--- src/rtl/pll_lock_pkg.sv ---
package pll_lock_pkg;
  // Per-window judgment handed from the phase meter to the lock qualifier.
  typedef struct packed {
    logic judge;       // a window closes this cycle
    logic fine_ok;     // error inside the narrow window
    logic coarse_bad;  // error outside the wide window, or no feedback edge
  } phase_verdict_t;
endpackage

--- src/rtl/phase_window_meter.sv ---
module phase_window_meter
  import pll_lock_pkg::*;
#(
  parameter int PW = 16
) (
  input  logic           clk,
  input  logic           rst,
  input  logic           ref_edge,
  input  logic           fb_edge,
  input  logic [PW-1:0]  ref_period,
  output phase_verdict_t verdict
);
  localparam logic [PW-1:0] TICK_MAX = '1;
  localparam int            XW       = PW + 4;

  logic [PW-1:0] tick_q, per_q, off_q;
  logic          got_q, armed_q;
  logic [PW-1:0] pos, win_per;
  logic          take;

  // Position inside the current window; the reference-edge tick is zero.
  assign pos     = ref_edge ? '0 : tick_q;
  assign win_per = ref_edge ? ref_period : per_q;
  assign take    = fb_edge && (ref_edge || !got_q) && (pos < win_per);

  always_ff @(posedge clk) begin
    if (rst) begin
      tick_q  <= '0;
      per_q   <= '0;
      off_q   <= '0;
      got_q   <= 1'b0;
      armed_q <= 1'b0;
    end else if (ref_edge) begin
      tick_q  <= PW'(1);
      per_q   <= ref_period;
      armed_q <= 1'b1;
      got_q   <= take;
      off_q   <= '0;
    end else begin
      if (tick_q != TICK_MAX) tick_q <= tick_q + PW'(1);
      if (take) begin
        got_q <= 1'b1;
        off_q <= pos;
      end
    end
  end

  // Fold the offset and compare by scaling the error, so no divider is needed.
  logic [PW-1:0] rest, err;
  logic [XW-1:0] err_x16, err_x4, per_x;

  assign rest    = per_q - off_q;
  assign err     = (off_q <= rest) ? off_q : rest;
  assign err_x16 = {err, 4'b0000};
  assign err_x4  = {2'b00, err, 2'b00};
  assign per_x   = {4'b0000, per_q};

  always_comb begin
    verdict.judge      = ref_edge && armed_q;
    verdict.fine_ok    = got_q && (err_x16 <= per_x);
    verdict.coarse_bad = !got_q || (err_x4 > per_x);
  end

  // a captured offset always lies inside its window.
  a_r2_offset_in_window: assert property (@(posedge clk) disable iff (rst)
    got_q |-> (off_q < per_q));

  // a feedback edge that coincides with a reference edge opens the new window at offset 0.
  a_r9_coincident_zero: assert property (@(posedge clk) disable iff (rst)
    (ref_edge && fb_edge && (ref_period != '0)) |=> (got_q && off_q == '0));

  // nothing is judged in the cycle after reset releases.
  a_r8_no_judge_first: assert property (@(posedge clk)
    rst |=> !armed_q);
endmodule

--- src/rtl/lock_qualifier.sv ---
module lock_qualifier
  import pll_lock_pkg::*;
#(
  parameter int QUAL_N = 8
) (
  input  logic           clk,
  input  logic           rst,
  input  phase_verdict_t verdict,
  output logic           lock
);
  localparam int QW = $clog2(QUAL_N + 1);
  localparam logic [QW-1:0] LAST = QW'(QUAL_N - 1);

  logic [QW-1:0] qual_q;
  logic          lock_q;

  always_ff @(posedge clk) begin
    if (rst) begin
      lock_q <= 1'b0;
      qual_q <= '0;
    end else if (verdict.judge) begin
      if (lock_q) begin
        if (verdict.coarse_bad) begin
          lock_q <= 1'b0;
          qual_q <= '0;
        end
      end else if (verdict.fine_ok) begin
        if (qual_q == LAST) begin
          lock_q <= 1'b1;
          qual_q <= '0;
        end else begin
          qual_q <= qual_q + QW'(1);
        end
      end else begin
        qual_q <= '0;
      end
    end
  end

  assign lock = lock_q;

  // reset always leaves the flag low and the count cleared.
  a_r1_reset_clears: assert property (@(posedge clk)
    rst |=> (!lock_q && qual_q == '0));

  // a gross error while locked drops the flag at once.
  a_r5_drop_on_coarse: assert property (@(posedge clk) disable iff (rst)
    (verdict.judge && lock_q && verdict.coarse_bad) |=> !lock_q);

  // with no judgment made, a held lock persists.
  a_r6_hold_between: assert property (@(posedge clk) disable iff (rst)
    (lock_q && !verdict.judge) |=> lock_q);

  // a rising flag follows a judged fine window.
  a_r3_rise_after_fine: assert property (@(posedge clk) disable iff (rst)
    (!lock_q && !(verdict.judge && verdict.fine_ok)) |=> !lock_q);

  // a window outside the narrow band clears qualification progress.
  a_r4_count_clears: assert property (@(posedge clk) disable iff (rst)
    (verdict.judge && !lock_q && !verdict.fine_ok) |=> (qual_q == '0 && !lock_q));
endmodule

--- src/rtl/pll_lock_monitor.sv ---
module pll_lock_monitor
  import pll_lock_pkg::*;
#(
  parameter int PERIOD_W    = 16,
  parameter int QUAL_CYCLES = 8
) (
  input  logic                clk,
  input  logic                rst,
  input  logic                ref_edge,
  input  logic                fb_edge,
  input  logic [PERIOD_W-1:0] ref_period,
  output logic                lock
);
  phase_verdict_t verdict;

  phase_window_meter #(.PW(PERIOD_W)) u_meter (
    .clk        (clk),
    .rst        (rst),
    .ref_edge   (ref_edge),
    .fb_edge    (fb_edge),
    .ref_period (ref_period),
    .verdict    (verdict)
  );

  lock_qualifier #(.QUAL_N(QUAL_CYCLES)) u_qual (
    .clk     (clk),
    .rst     (rst),
    .verdict (verdict),
    .lock    (lock)
  );
endmodule

--- config.mk ---
export PLATFORM = sky130hd
export DESIGN_NAME = pll_lock_monitor
export DESIGN_NICKNAME = d
export VERILOG_FILES = /design/src/rtl/pll_lock_pkg.sv /design/src/rtl/phase_window_meter.sv /design/src/rtl/lock_qualifier.sv /design/src/rtl/pll_lock_monitor.sv
export SDC_FILE = /design/constraint.sdc
export NUM_CORES = 1
export LEC_CHECK = 0
export CAP_MARGIN = 10
export CORE_ASPECT_RATIO = 1.2
export CORE_UTILIZATION = 57
export DETAILED_ROUTE_END_ITERATION = 8
export MAX_ROUTING_LAYER = met4
export PLACE_DENSITY = 0.77
export SLEW_MARGIN = 20
export SYNTH_ARGS = -nofsm -noshare
export SYNTH_HDL_FRONTEND = slang
export SYNTH_HIERARCHICAL = 1
export SYNTH_SLANG_ARGS = --single-unit
--- constraint.sdc ---
create_clock -name clk -period 6.4 [get_ports clk]
set_clock_uncertainty 0.15 [all_clocks]
set_input_delay 1.92 -clock clk [delete_from_list [all_inputs] [get_ports clk]]
set_output_delay 1.92 -clock clk [all_outputs]
set_load 0.01 [all_outputs]
==> impl_metrics.yaml <==
outcome:
  status: "completed"
cts:
  cts.path.max_buffers: 2
  numCtsBuffers: 5
  htreeDepth: 2
  postCtsSetupBuffers: 0
  cts_tree: "yes"
  cts_hold_buffers: 0
  cts.clk_slew.worst_paths_ps: 100
  cts.sinks: 55
  cts.root.buffer_cell: "clkbuf_8"
  clk_latency_ps: 300
synthesis:
  synth-seq-cells: 55
  synth-xor-area-share_pct: 4.693
  synthSimpleGateAreaFrac_pct: 20.56
  avgSynthCellArea_um2: 8.326
  synth_edf_count: 0
  synth_cell_types: 54
  synth_top_family_by_area: "adder cells"
  synth_compound_area_share_pct: 16.84
  yosys-top-cells-area: "dfxtp_1 (25%), ha_1 (21%), mux2i_1 (7.2%)"
  netlist_area_mm2: 0.004479
  synth_nets: 633
  synth_fa_ha_area_share_pct: 21.12
  synth_cells: 538
  muxShareOfSynthArea_pct: 7.151
  ys.flop_type: "dfxtp_1"
  synth.top_cell.area_share_pct: 24.58
  ys_seq_area_share_pct: 24.58
  synth_warnings: 6
  yosys.area.top_type: "dfxtp_1"
  async_reset_ff_share_pct: 0
power:
  total_power_w: 0.0007503
  power_density_mw_per_mm2: 153.6
  leakage_nw: 2.184
  ir_worst_vdd_mv: 0.1076
sta:
  period_needed_ps: 6020
  max_freq_mhz: 166.1
  worst_slew_pin_slew_ps: 1078
  relSlewSlack_pct: 28.13
  hold_viol_final: 0
  tns_ps: 0
  drv_slew: 0
  setup_viol: 0
  fin_crit_sh_pct: 94.07
critical_path:
  regToRegSetupSlack_ps: 380
  worstPathArrival_ps: 6110
  crit_required_ps: 6490
  r2r-end: "u_qual/qual_q[3]"
  max_stage_delay_ps: 410
  r2r_cells: 28
  critPathSlowestCell: "dfxtp_1"
  crit_path_max_fanout: 15
  start_kind: "register"
  crit_type: "reg2reg"
  endpoint_kind: "register"
  r2r-start: "u_meter/per_q[0]"
worst_hold_path:
  holdCritStartpoint: "u_meter/armed_q"
  hold_depth: 2
  min_to: "u_meter/armed_q"
  hp-class: "reg2reg"
floorplan:
  dieArea_mm2: 0.008219
  core_mm2: 0.007664
  io_pins: 21
  fp-row-count: 35
  die_x_um: 82.93
  die_h_um: 99.11
  initial_utilization_pct: 58.45
placed_design:
  placed_area_mm2: 0.004740
  dp_hpwl_um: 8246
  place.gp.congestion: 0.9304
  portBuffers: 20
detailed_routing:
  ant_nets: 0
  viasPerCell: 6.110
  post_drt_wl_per_cell_um: 16.27
  vias: 3941
  drc: 0
  first_pass_iters: 5
  drt-initial-drc-count: 237
  wirelength_um: 10490
global_route:
  grt_first_pass_wirelength_um: 17460
  antenna_found_initial: 0
  grt_pass1_vias: 3885
  use_met3_pct: 2.573
  grt.overflow.total: 0
  grt_util_met2_pct: 46.60
  use_met1_pct: 32.14
  grt_use_total_pct: 26.68
  grt_max_degree: 39
  grt.busiest_layer: "met2"
layout:
  final_nets: 647
  n_antenna_cell: 0
  area_growth_pct: 9.050
  final_layout_size_suffix_gt1_share_pct: 5.244
  final_cell_area_mm2: 0.004885
run:
  maxCapViolCount: 0
metrics by stage:
step,util (%),instances,hold slack [ps],setup slack [ps]
after global routing,63.74,645,378.8,-6.129
after floorplan,-,538,281.7,709.5
after detailed placement,61.84,636,306.3,219.2
final,63.74,645,328.2,379.6
after CTS,62.96,644,330.3,192.7
after global placement,61.84,636,292.5,507.2
logic make-up (layout without fill, tap and decap cells):
family          Yosys count  after routing
fa+ha+maj                75             75
xor+xnor                 24             24
buf+inv                  54             68
simple gates            177            177
flops                    55             55
mux                      32             32
compound gates          121            122
flip-flops by register name (all words and copies together), names as in the netlist:
signal and flops:
u_meter/armed_q 1, u_meter/got_q 1, u_meter/off_q 16, u_meter/per_q 16, u_meter/tick_q 16, u_qual/lock 1, u_qual/qual_q 4
Yosys cell counts, types with 3 or more instances:
master,number
nor2b_1,21
nor4_1,4
dfxtp_1,55
ha_1,74
a211oi_1,4
a31oi_1,6
a21oi_1,35
and3_1,8
clkbuf_1,12
nand3_1,7
o211ai_1,3
nor2_1,57
o21ai_0,33
nor3_1,4
mux2i_1,32
nand4_1,17
o21ai_1,3
a21o_1,16
xnor2_1,7
inv_1,37
nand2b_1,10
or3_1,4
nand2_1,30
o21bai_1,4
xor2_1,17
area by class of cell:
type	count	area, um2
multi-input cells	430	3226
fillers	652	2779
flip-flops and latches	55	1101
repair buffers	22	215.2
inverters	38	142.6
well taps	92	115.1
clock buffers	6	72.57
clock inverters	2	12.51
power by group:
group | switching [W] | internal [W] | total (W)
sequential | 0.0000103 | 0.000350 | 0.000361
clock | 0.000116 | 0.0000769 | 0.000192
combinational | 0.000112 | 0.0000848 | 0.000197
metal layers:
metal  part of all wire, %  up-vias  routed length [um]
met3                   3.3       26                 342
li1                      -     1952                   -
met4                   2.8        0                 297
met2                    48       99                5037
met5                     0        -                   0
met1                    46     1864                4814
what timing repair did:
action,CTS,global route
hold endpoints to repair,0,0
gates resized for setup,0,13
endpoints found under the setup margin,0,5
worst max-delay path, delay by kind of cell, from the launching register on:
kind	cells	cell delay (ps)
flip-flops	1	410
adder cells (fa/ha/maj)	4	1170
AO/OA/AOI/OAI	16	2870
buffers and inverters	1	80
AND/OR/NAND/NOR	6	1090
XOR/XNOR	1	170
layout by cell type, fill, tap and decap left out, types with 3 or more instances in the layout:
cell	synthesis	layout
ha_1	74	74
nor2_1	57	57
dfxtp_1	55	55
inv_1	37	37
a21oi_1	35	35
mux2i_1	32	32
nand2_1	30	30
o21ai_0	33	30
clkdlybuf4s50_1	0	20
nor2b_1	21	19
nand4_1	17	17
xor2_1	17	17
a21o_1	16	16
nand2b_1	10	10
and3_1	8	8
xnor2_1	7	7
nand3_1	7	7
clkbuf_8	0	5
o21ai_1	3	5
a31oi_1	6	5
o21bai_1	4	4
nor4_1	4	4
or3_1	4	4
o211ai_1	3	3
nor3_1	4	3
a211oi_1	4	3
how the worst max path moves through the flow:
stage,from,endpoint,slack [ps],cells past startpoint
global placement,u_meter/per_q[0],u_qual/qual_q[2],510,25
finish,u_meter/per_q[0],u_qual/qual_q[3],380,28
CTS,u_meter/per_q[0],u_qual/qual_q[3],190,27
floorplan,u_meter/per_q[0],u_qual/qual_q[2],710,29
global route,u_meter/per_q[0],u_qual/qual_q[3],-6,28
detailed placement,u_meter/per_q[0],u_qual/qual_q[2],220,27
(Power assumes the default switching activity.)
